## config.mk

```make
export PLATFORM = sky130hd
export DESIGN_NAME = pgwalk_top
export DESIGN_NICKNAME = d
export VERILOG_FILES = /design/src/rtl/pgwalk_pkg.sv /design/src/rtl/pgwalk_pte_chk.sv /design/src/rtl/pgwalk_addr_gen.sv /design/src/rtl/pgwalk_ctrl.sv /design/src/rtl/pgwalk_top.sv
export SDC_FILE = /design/constraint.sdc
export NUM_CORES = 1
export LEC_CHECK = 0
export BUFFER_PORTS_ARGS = -buffer_cell sky130_fd_sc_hd__clkbuf_2
export CAP_MARGIN = 10
export CORE_ASPECT_RATIO = 1.25
export CORE_MARGIN = 3
export CORE_UTILIZATION = 35
export DETAILED_ROUTE_END_ITERATION = 7
export GPL_ROUTABILITY_DRIVEN = 0
export PLACE_DENSITY = 0.67
export SYNTH_ARGS = -nofsm -noshare
export SYNTH_HDL_FRONTEND = slang
export SYNTH_SLANG_ARGS = --single-unit
```

## constraint.sdc

```tcl
create_clock -name clk -period 5.5 [get_ports clk]
set_input_delay 1.375 -clock clk [delete_from_list [all_inputs] [get_ports clk]]
set_output_delay 1.375 -clock clk [all_outputs]
set_load 0.01 [all_outputs]
```

## src/rtl/pgwalk_pkg.sv

```systemverilog
package pgwalk_pkg;
  typedef enum logic [1:0] {
    ACC_LOAD  = 2'd0,
    ACC_STORE = 2'd1,
    ACC_FETCH = 2'd2
  } acc_e;

  typedef enum logic [1:0] {
    RSP_OK         = 2'd0,
    RSP_PAGE_FAULT = 2'd1,
    RSP_PROT_FAULT = 2'd2
  } rsp_e;

  typedef enum logic [1:0] {
    ST_IDLE = 2'd0,
    ST_LVL1 = 2'd1,
    ST_LVL2 = 2'd2
  } st_e;

  localparam int unsigned PTE_PRESENT = 0;
  localparam int unsigned PTE_WRITE   = 1;
  localparam int unsigned PTE_EXEC    = 2;
endpackage

```

## src/rtl/pgwalk_pte_chk.sv

```systemverilog
module pgwalk_pte_chk
  import pgwalk_pkg::*;
#(
  parameter int PTE_W = 32,
  parameter int PPN_W = 20
) (
  input  logic [PTE_W-1:0] pte,
  input  logic [1:0]       kind,
  output logic [1:0]       verdict,
  output logic [PPN_W-1:0] ppn
);
  localparam int RSV_HI = PTE_W - PPN_W - 1;

  logic unused_rsv;
  assign unused_rsv = ^pte[RSV_HI:PTE_EXEC+1];

  assign ppn = pte[PTE_W-1 -: PPN_W];

  always_comb begin
    if (!pte[PTE_PRESENT]) begin
      verdict = RSP_PAGE_FAULT;
    end else begin
      verdict = RSP_OK;
      case (kind)
        ACC_STORE: if (!pte[PTE_WRITE]) verdict = RSP_PROT_FAULT;
        ACC_FETCH: if (!pte[PTE_EXEC])  verdict = RSP_PROT_FAULT;
        default:   verdict = RSP_OK;
      endcase
    end
  end
endmodule

```

## src/rtl/pgwalk_addr_gen.sv

```systemverilog
module pgwalk_addr_gen #(
  parameter int IDX_W    = 10,
  parameter int OFF_W    = 12,
  parameter int PPN_W    = 20,
  parameter int ENTRY_LG = 2,
  localparam int PA_W    = PPN_W + OFF_W
) (
  input  logic [PA_W-1:0]  base,
  input  logic [IDX_W-1:0] dir_idx,
  input  logic [IDX_W-1:0] leaf_idx,
  input  logic [PPN_W-1:0] dir_ppn,
  output logic [PA_W-1:0]  dir_addr,
  output logic [PA_W-1:0]  leaf_addr
);
  localparam int SCALED_W = IDX_W + ENTRY_LG;

  logic [SCALED_W-1:0] dir_scaled;
  logic [SCALED_W-1:0] leaf_scaled;

  assign dir_scaled  = {dir_idx,  {ENTRY_LG{1'b0}}};
  assign leaf_scaled = {leaf_idx, {ENTRY_LG{1'b0}}};

  assign dir_addr  = base + PA_W'(dir_scaled);
  assign leaf_addr = {dir_ppn, {OFF_W{1'b0}}} + PA_W'(leaf_scaled);
endmodule

```

## src/rtl/pgwalk_ctrl.sv

```systemverilog
module pgwalk_ctrl
  import pgwalk_pkg::*;
#(
  parameter int IDX_W  = 10,
  parameter int OFF_W  = 12,
  parameter int PPN_W  = 20,
  localparam int LO_W  = IDX_W + OFF_W,
  localparam int PA_W  = PPN_W + OFF_W
) (
  input  logic             clk,
  input  logic             rst_n,
  input  logic             req_valid,
  input  logic [LO_W-1:0]  req_lo,
  input  logic [1:0]       req_kind,
  output logic             req_ready,
  output logic [IDX_W-1:0] held_idx,
  output logic [1:0]       held_kind,
  input  logic [PA_W-1:0]  dir_addr,
  input  logic [PA_W-1:0]  leaf_addr,
  input  logic [1:0]       verdict,
  input  logic [PPN_W-1:0] ppn,
  input  logic             mem_rd_valid,
  output logic             mem_rd_en,
  output logic [PA_W-1:0]  mem_rd_addr,
  output logic             rsp_valid,
  output logic [1:0]       rsp_code,
  output logic [PA_W-1:0]  rsp_paddr
);
  st_e              state_q, state_d;
  logic [LO_W-1:0]  lo_q;
  logic [1:0]       kind_q;
  logic             rd_en_q;
  logic [PA_W-1:0]  rd_addr_q;
  logic             rsp_valid_q;
  logic [1:0]       rsp_code_q;
  logic [PA_W-1:0]  rsp_paddr_q;

  logic             accept, dir_done, leaf_done, issue, finish, pass;
  logic [PA_W-1:0]  issue_addr, fin_paddr;

  assign pass      = (verdict == RSP_OK);
  assign accept    = (state_q == ST_IDLE) && req_valid;
  assign dir_done  = (state_q == ST_LVL1) && mem_rd_valid;
  assign leaf_done = (state_q == ST_LVL2) && mem_rd_valid;
  assign issue     = accept || (dir_done && pass);
  assign finish    = (dir_done && !pass) || leaf_done;
  assign issue_addr = accept ? dir_addr : leaf_addr;
  assign fin_paddr  = (leaf_done && pass) ? {ppn, lo_q[OFF_W-1:0]} : '0;

  always_comb begin
    state_d = state_q;
    case (state_q)
      ST_IDLE: if (accept) state_d = ST_LVL1;
      ST_LVL1: if (dir_done) state_d = pass ? ST_LVL2 : ST_IDLE;
      ST_LVL2: if (leaf_done) state_d = ST_IDLE;
      default: state_d = ST_IDLE;
    endcase
  end

  always_ff @(posedge clk or negedge rst_n) begin
    if (!rst_n) begin
      state_q     <= ST_IDLE;
      rd_en_q     <= 1'b0;
      rsp_valid_q <= 1'b0;
    end else begin
      state_q     <= state_d;
      rd_en_q     <= issue;
      rsp_valid_q <= finish;
    end
  end

  always_ff @(posedge clk or negedge rst_n) begin
    if (!rst_n) begin
      lo_q   <= '0;
      kind_q <= '0;
    end else if (accept) begin
      lo_q   <= req_lo;
      kind_q <= req_kind;
    end
  end

  always_ff @(posedge clk or negedge rst_n) begin
    if (!rst_n) begin
      rd_addr_q <= '0;
    end else if (issue) begin
      rd_addr_q <= issue_addr;
    end
  end

  always_ff @(posedge clk or negedge rst_n) begin
    if (!rst_n) begin
      rsp_code_q  <= '0;
      rsp_paddr_q <= '0;
    end else if (finish) begin
      rsp_code_q  <= verdict;
      rsp_paddr_q <= fin_paddr;
    end
  end

  assign req_ready   = (state_q == ST_IDLE);
  assign held_idx    = lo_q[LO_W-1 -: IDX_W];
  assign held_kind   = kind_q;
  assign mem_rd_en   = rd_en_q;
  assign mem_rd_addr = rd_addr_q;
  assign rsp_valid   = rsp_valid_q;
  assign rsp_code    = rsp_code_q;
  assign rsp_paddr   = rsp_paddr_q;
endmodule

```

## src/rtl/pgwalk_top.sv

```systemverilog
module pgwalk_top #(
  parameter int IDX_W    = 10,
  parameter int OFF_W    = 12,
  parameter int PPN_W    = 20,
  parameter int PTE_W    = 32,
  parameter int ENTRY_LG = 2,
  localparam int VA_W    = 2 * IDX_W + OFF_W,
  localparam int PA_W    = PPN_W + OFF_W
) (
  input  logic             clk,
  input  logic             rst_n,
  input  logic [PA_W-1:0]  table_base,
  input  logic             req_valid,
  output logic             req_ready,
  input  logic [VA_W-1:0]  req_vaddr,
  input  logic [1:0]       req_kind,
  output logic             rsp_valid,
  output logic [1:0]       rsp_code,
  output logic [PA_W-1:0]  rsp_paddr,
  output logic             mem_rd_en,
  output logic [PA_W-1:0]  mem_rd_addr,
  input  logic             mem_rd_valid,
  input  logic [PTE_W-1:0] mem_rd_data
);
  localparam int LO_W = IDX_W + OFF_W;

  logic [IDX_W-1:0] held_idx;
  logic [1:0]       held_kind;
  logic [PA_W-1:0]  dir_addr, leaf_addr;
  logic [1:0]       verdict;
  logic [PPN_W-1:0] ppn;

  pgwalk_addr_gen #(
    .IDX_W(IDX_W), .OFF_W(OFF_W), .PPN_W(PPN_W), .ENTRY_LG(ENTRY_LG)
  ) u_addr (
    .base      (table_base),
    .dir_idx   (req_vaddr[VA_W-1 -: IDX_W]),
    .leaf_idx  (held_idx),
    .dir_ppn   (ppn),
    .dir_addr  (dir_addr),
    .leaf_addr (leaf_addr)
  );

  pgwalk_pte_chk #(.PTE_W(PTE_W), .PPN_W(PPN_W)) u_chk_pte (
    .pte     (mem_rd_data),
    .kind    (held_kind),
    .verdict (verdict),
    .ppn     (ppn)
  );

  pgwalk_ctrl #(.IDX_W(IDX_W), .OFF_W(OFF_W), .PPN_W(PPN_W)) u_ctrl (
    .clk          (clk),
    .rst_n        (rst_n),
    .req_valid    (req_valid),
    .req_lo       (req_vaddr[LO_W-1:0]),
    .req_kind     (req_kind),
    .req_ready    (req_ready),
    .held_idx     (held_idx),
    .held_kind    (held_kind),
    .dir_addr     (dir_addr),
    .leaf_addr    (leaf_addr),
    .verdict      (verdict),
    .ppn          (ppn),
    .mem_rd_valid (mem_rd_valid),
    .mem_rd_en    (mem_rd_en),
    .mem_rd_addr  (mem_rd_addr),
    .rsp_valid    (rsp_valid),
    .rsp_code     (rsp_code),
    .rsp_paddr    (rsp_paddr)
  );
endmodule

```

Yosys cells after proc, flatten, opt, wreduce, memory -nomap -nowiden
Cells that the tools add are included.
Operators by class
  $add $sub $neg: 2
  equal/unequal tests: 7
  multiplexer cells: 11
  reduce and logical (&&, ||, !) cells: 12
Operators by type and width (number)
  $add 32x12->32: 2
  $mux 32: 2
  $mux 2: 7
  $logic_and 1x1->1: 6
  $ne 2x1->1 const B: 3
  $pmux 2 s3: 1
  $eq 2x1->1 const B: 2
  $eq 2x2->1 const B: 2
  $logic_not 2->1: 2
  $pmux 2 s2: 1
  $reduce_and 3->1: 1
  $logic_or 1x1->1: 2
  $logic_not 1->1: 1
Storage, ports and cells
  flip-flop bits (word level): 94
  bits of input ports: 102
  output and inout bits: 69
  word-level logic and storage cells: 40

Depth between registers and ports, before layout
  word-level depth: 7
  gate-level depth with buffers: 9
  mapped depth without buffers: 8

Hierarchy
A second synthesis with hierarchy kept.
Unflattened totals
  cell total of the unflattened synthesis: 475
  area, all modules: 5175.0 um^2
Modules (own cells, without submodules)
  pgwalk_ctrl: instances 1, cells each 293, area an instance 3839.9 um^2, sequential area each 2352.3 um^2
  pgwalk_addr_gen: instances 1, cells each 154, area an instance 1123.6 um^2, sequential area each 0.0 um^2
  pgwalk_pte_chk: instances 1, cells each 28, area an instance 211.5 um^2, sequential area each 0.0 um^2

Least setup slack after synthesis
Ideal clock, no wire load.
  kind: input to register
  start point: input table_base[2]
  end point: register u_ctrl.rd_addr_q[20], in the netlist u_ctrl.mem_rd_addr[20]
  library setup time: 0.137 ns
  arrival time: 3.085 ns
  required time: 5.363 ns
  path slack: 2.278 ns
  stages on the path: 8
  buffers on the path: 0
  path through: ha_1 -> fa_1 -> a21o_1 -> a221oi_2 -> a2bb2oi_2 -> nor3_1 -> xnor2_1 -> a21oi_1
On the way
  cells in the longest elaborated chain, start to end: 2
Ends and longest elaborated chain
  start: declaration: RTL line pgwalk_top.sv:12  | input logic [PA_W-1:0] table_base,
  $add 32x12->32: RTL line pgwalk_addr_gen.sv:23  | assign dir_addr = base + PA_W'(dir_scaled);
  $mux 32: RTL line pgwalk_ctrl.sv:47  | assign issue_addr = accept ? dir_addr : leaf_addr;
  end signal: assignment: RTL line pgwalk_ctrl.sv:86  | rd_addr_q <= issue_addr;
  end: declaration: RTL line pgwalk_ctrl.sv:33  | logic [PA_W-1:0] rd_addr_q;
No other way between the ends.
A chain may end at the register's enable or synchronous reset.

Final worst setup path
  start point: input table_base[2]
  end point: register u_ctrl.rd_addr_q[16], in the netlist u_ctrl.mem_rd_addr[16]
Same word-level chain as after synthesis.

==> qor.yml <==
worst_setup_path:
  start_kind: "primary input"
  crit_type: "primary input to flip-flop"
  crit_fanout: 7
  cp.required_ns: 5.69
  reg2reg_slack_ns: 3.00
  cp.arrival_ns: 3.47
  cp-end-kind: "flip-flop"
finish:
  syn2layout_area_growth_pct: 28.76
  num_antenna_cells: 0
  finalInstanceArea_um2: 5932
  final_nets: 721
  multi_input_area_um2: 2152
  seqCellArea_um2: 2352
  final_layout_size_suffix_gt1_share_pct: 32.41
  fillers: 1287
pwr:
  peakVddDrop_uv: 147.4
  pwr_density_cell_nw_per_um2: 479.4
  p_leak_nw: 2.979
sta:
  grt_setup_unrepaired: "no"
  period_share_pct: 59.72
  worst_pin_slew_ns: 0.9293
  finalSetupViolCount: 0
  slew_violations: 0
  fin_tns_setup_ns: 0
  slew_headroom_pct: 37.81
  period_needed_ns: 3.285
  skew_ns: 0.005478
  hold_viol: 0
  fmax_mhz: 304.5
clock_network:
  cts_resized: 0
  cts_sinks: 94
  postCtsSetupBuffers: 0
  cts_buffers: 9
  clock_insertion_delay_worst_skew_ns: 0.33
  holdBufCountCts: 0
  cts_tree: "yes"
  path_clk_slew_ns: 0.06
  cts-htree-levels: 3
  cts_root_buf: "clkbuf_16"
  clock_path_buffers: 2
outcome:
  outcome: "finished, final reports clean"
synthesis:
  ys_types: 46
  yosysSeqAreaShare_pct: 51.06
  yosysWarnings: 0
  postSynthAreaPerCell_um2: 10.19
  ys_ff_latch: 94
  syn-num-nets: 567
  syn-instance-count: 452
  syn_area_um2: 4607
placement:
  hpwl_mm: 9.636
  placed_area_um2: 5583
  numPortBuffers: 161
drt:
  wl_mm: 12.41
  drc: 0
  via_per_inst: 4.992
  avgRoutedWirePerCell_um: 15.93
  drt_iter0_drc: 189
  firstDrtPassIters: 4
  vias: 3889
  ant_nets: 0
grt:
  grt_overflow_total: 0
  grt_usage_pct: 17.36
  antenna_found_initial: 0
  grt_pass1_wl_mm: 20.02
  grt_pass1_vias: 3969
  grt_max_degree: 54
floorplan:
  dieArea_um2: 14580
  fp.dieH_um: 134.3
  die_w_um: 108.6
  coreArea_um2: 12780
  initial_core_util_pct: 36.06
  rows: 46
  pin_count: 171
worst_hold_path:
  hold_class: "flip-flop to flip-flop"
flow_run:
  drv_cap: 0
routing by layer:
| layer | GRT usage [%] | routed length (um) | vias up |
|---|---|---|---|
| met5 | 0 | 0 | - |
| met4 | 7.088 | 298 | 0 |
| met3 | 2.118 | 478 | 22 |
| met2 | 29.11 | 6106 | 114 |
| met1 | 22.60 | 5529 | 1854 |
| li1 | - | - | 1899 |
critical path: stages:
cell and delay, ns:
clkbuf_2 0.09, ha_1 0.22, fa_1 0.40, a21o_1 0.22, a221oi_2 0.45, a2bb2oi_2 0.35, nor2_1 0.09, xnor2_1 0.18
a21oi_1 0.10
flip-flops by register name (all words and copies together), names as in the netlist:
signal,count
u_ctrl.rsp_code,2
u_ctrl.state_q,2
u_ctrl.held_kind,2
u_ctrl.lo_q,22
u_ctrl.mem_rd_en,1
u_ctrl.mem_rd_addr,32
u_ctrl.rsp_paddr,32
u_ctrl.rsp_valid,1
power breakdown:
group | switching, mW | leakage, nW | total (mW) | internal [mW]
Clock | 0.257 | 0.166 | 0.715 | 0.458
Combinational | 0.581 | 1.62 | 1.01 | 0.426
Sequential | 0.153 | 1.20 | 1.12 | 0.970
placed cells by master, fill, tap and decap left out, drive strengths merged, types with 11 or more instances in the layout:
cell,n
ha,12
o21ai,30
mux2i,11
xnor2,11
xor2,15
nor2b,15
a22o,32
a211oi,16
a21oi,21
clkbuf,171
dfrtp,94
nand2,97
cells by family after synthesis:
kind of cell | after synthesis | synth area share, %
xor+xnor | 26 | 4.943
buf+inv | 29 | 2.661
fa+ha+maj | 13 | 3.694
mux | 18 | 4.101
flops | 94 | 51.06
simple gates | 153 | 15.10
compound gates | 119 | 18.44
path summary, 6_finish.rpt:
path | cells past startpoint | startpoint | end
min in group asynchronous | 1 | rst_n | u_ctrl.mem_rd_addr[2]
hold reg to reg | 2 | u_ctrl.lo_q[4] | u_ctrl.lo_q[4]
hold / removal | 2 | u_ctrl.lo_q[4] | u_ctrl.lo_q[4]
setup / recovery | 9 | table_base[2] | u_ctrl.mem_rd_addr[16]
setup reg to reg | 9 | u_ctrl.held_kind[1] | u_ctrl.mem_rd_addr[14]
max in group asynchronous | 2 | rst_n | u_ctrl.mem_rd_addr[18]
cell usage after synthesis, drive strengths merged:
library cell / count / area (um^2)
o2bb2ai: 1 / 8.760
a211oi: 16 / 132.6
and2: 2 / 12.51
nand4b: 1 / 8.760
a21o: 7 / 52.55
nand4: 6 / 37.54
a41o: 1 / 10.01
a21oi: 21 / 105.1
fa: 1 / 20.02
and3: 6 / 42.54
nor2: 9 / 36.29
a311oi: 1 / 15.01
a221oi: 1 / 15.01
xor2: 15 / 131.4
inv: 6 / 22.52
dfrtp: 94 / 2352
buf: 9 / 47.54
and4: 1 / 8.760
a211o: 2 / 17.52
nand2: 97 / 364.1
mux2i: 11 / 110.1
xnor2: 11 / 96.34
a22oi: 1 / 12.51
a22o: 32 / 280.3
o21ai: 30 / 150.1
nor2b: 15 / 93.84
o22ai: 1 / 6.260
or2: 1 / 6.260
nand2b: 4 / 25.02
clkbuf: 14 / 52.55
a31oi: 1 / 6.260
nand3: 9 / 45.04
a2bb2oi: 1 / 15.01
o21bai: 1 / 7.510
o21a: 2 / 15.01
mux2: 7 / 78.82
nor3: 2 / 15.01
ha: 12 / 150.1
through the flow:
step	hold WS (ns)	power, mW	utilization, %	setup slack (ns)	std cells
2_1_floorplan	0.4401	1.732	-	2.278	452
3_3_place_gp	0.4551	2.109	43.69	1.889	763
3_5_place_dp	0.4629	2.151	43.69	1.869	763
4_1_cts	0.4794	2.873	46.43	2.210	779
5_1_grt	0.4891	3.043	46.43	2.041	779
6_report	0.4749	2.844	46.43	2.215	779
final cells by class:
type                            instances  area share, %
Sequential cell                        94          39.65
Multi-Input combinational cell        329          36.28
Timing Repair Buffer                  166          14.26
Clock buffer                           11          4.092
Tap cell                              168          3.544
Clock inverter                          5          1.793
Inverter                                6         0.3797
Power figures use the tool's default switching activity.
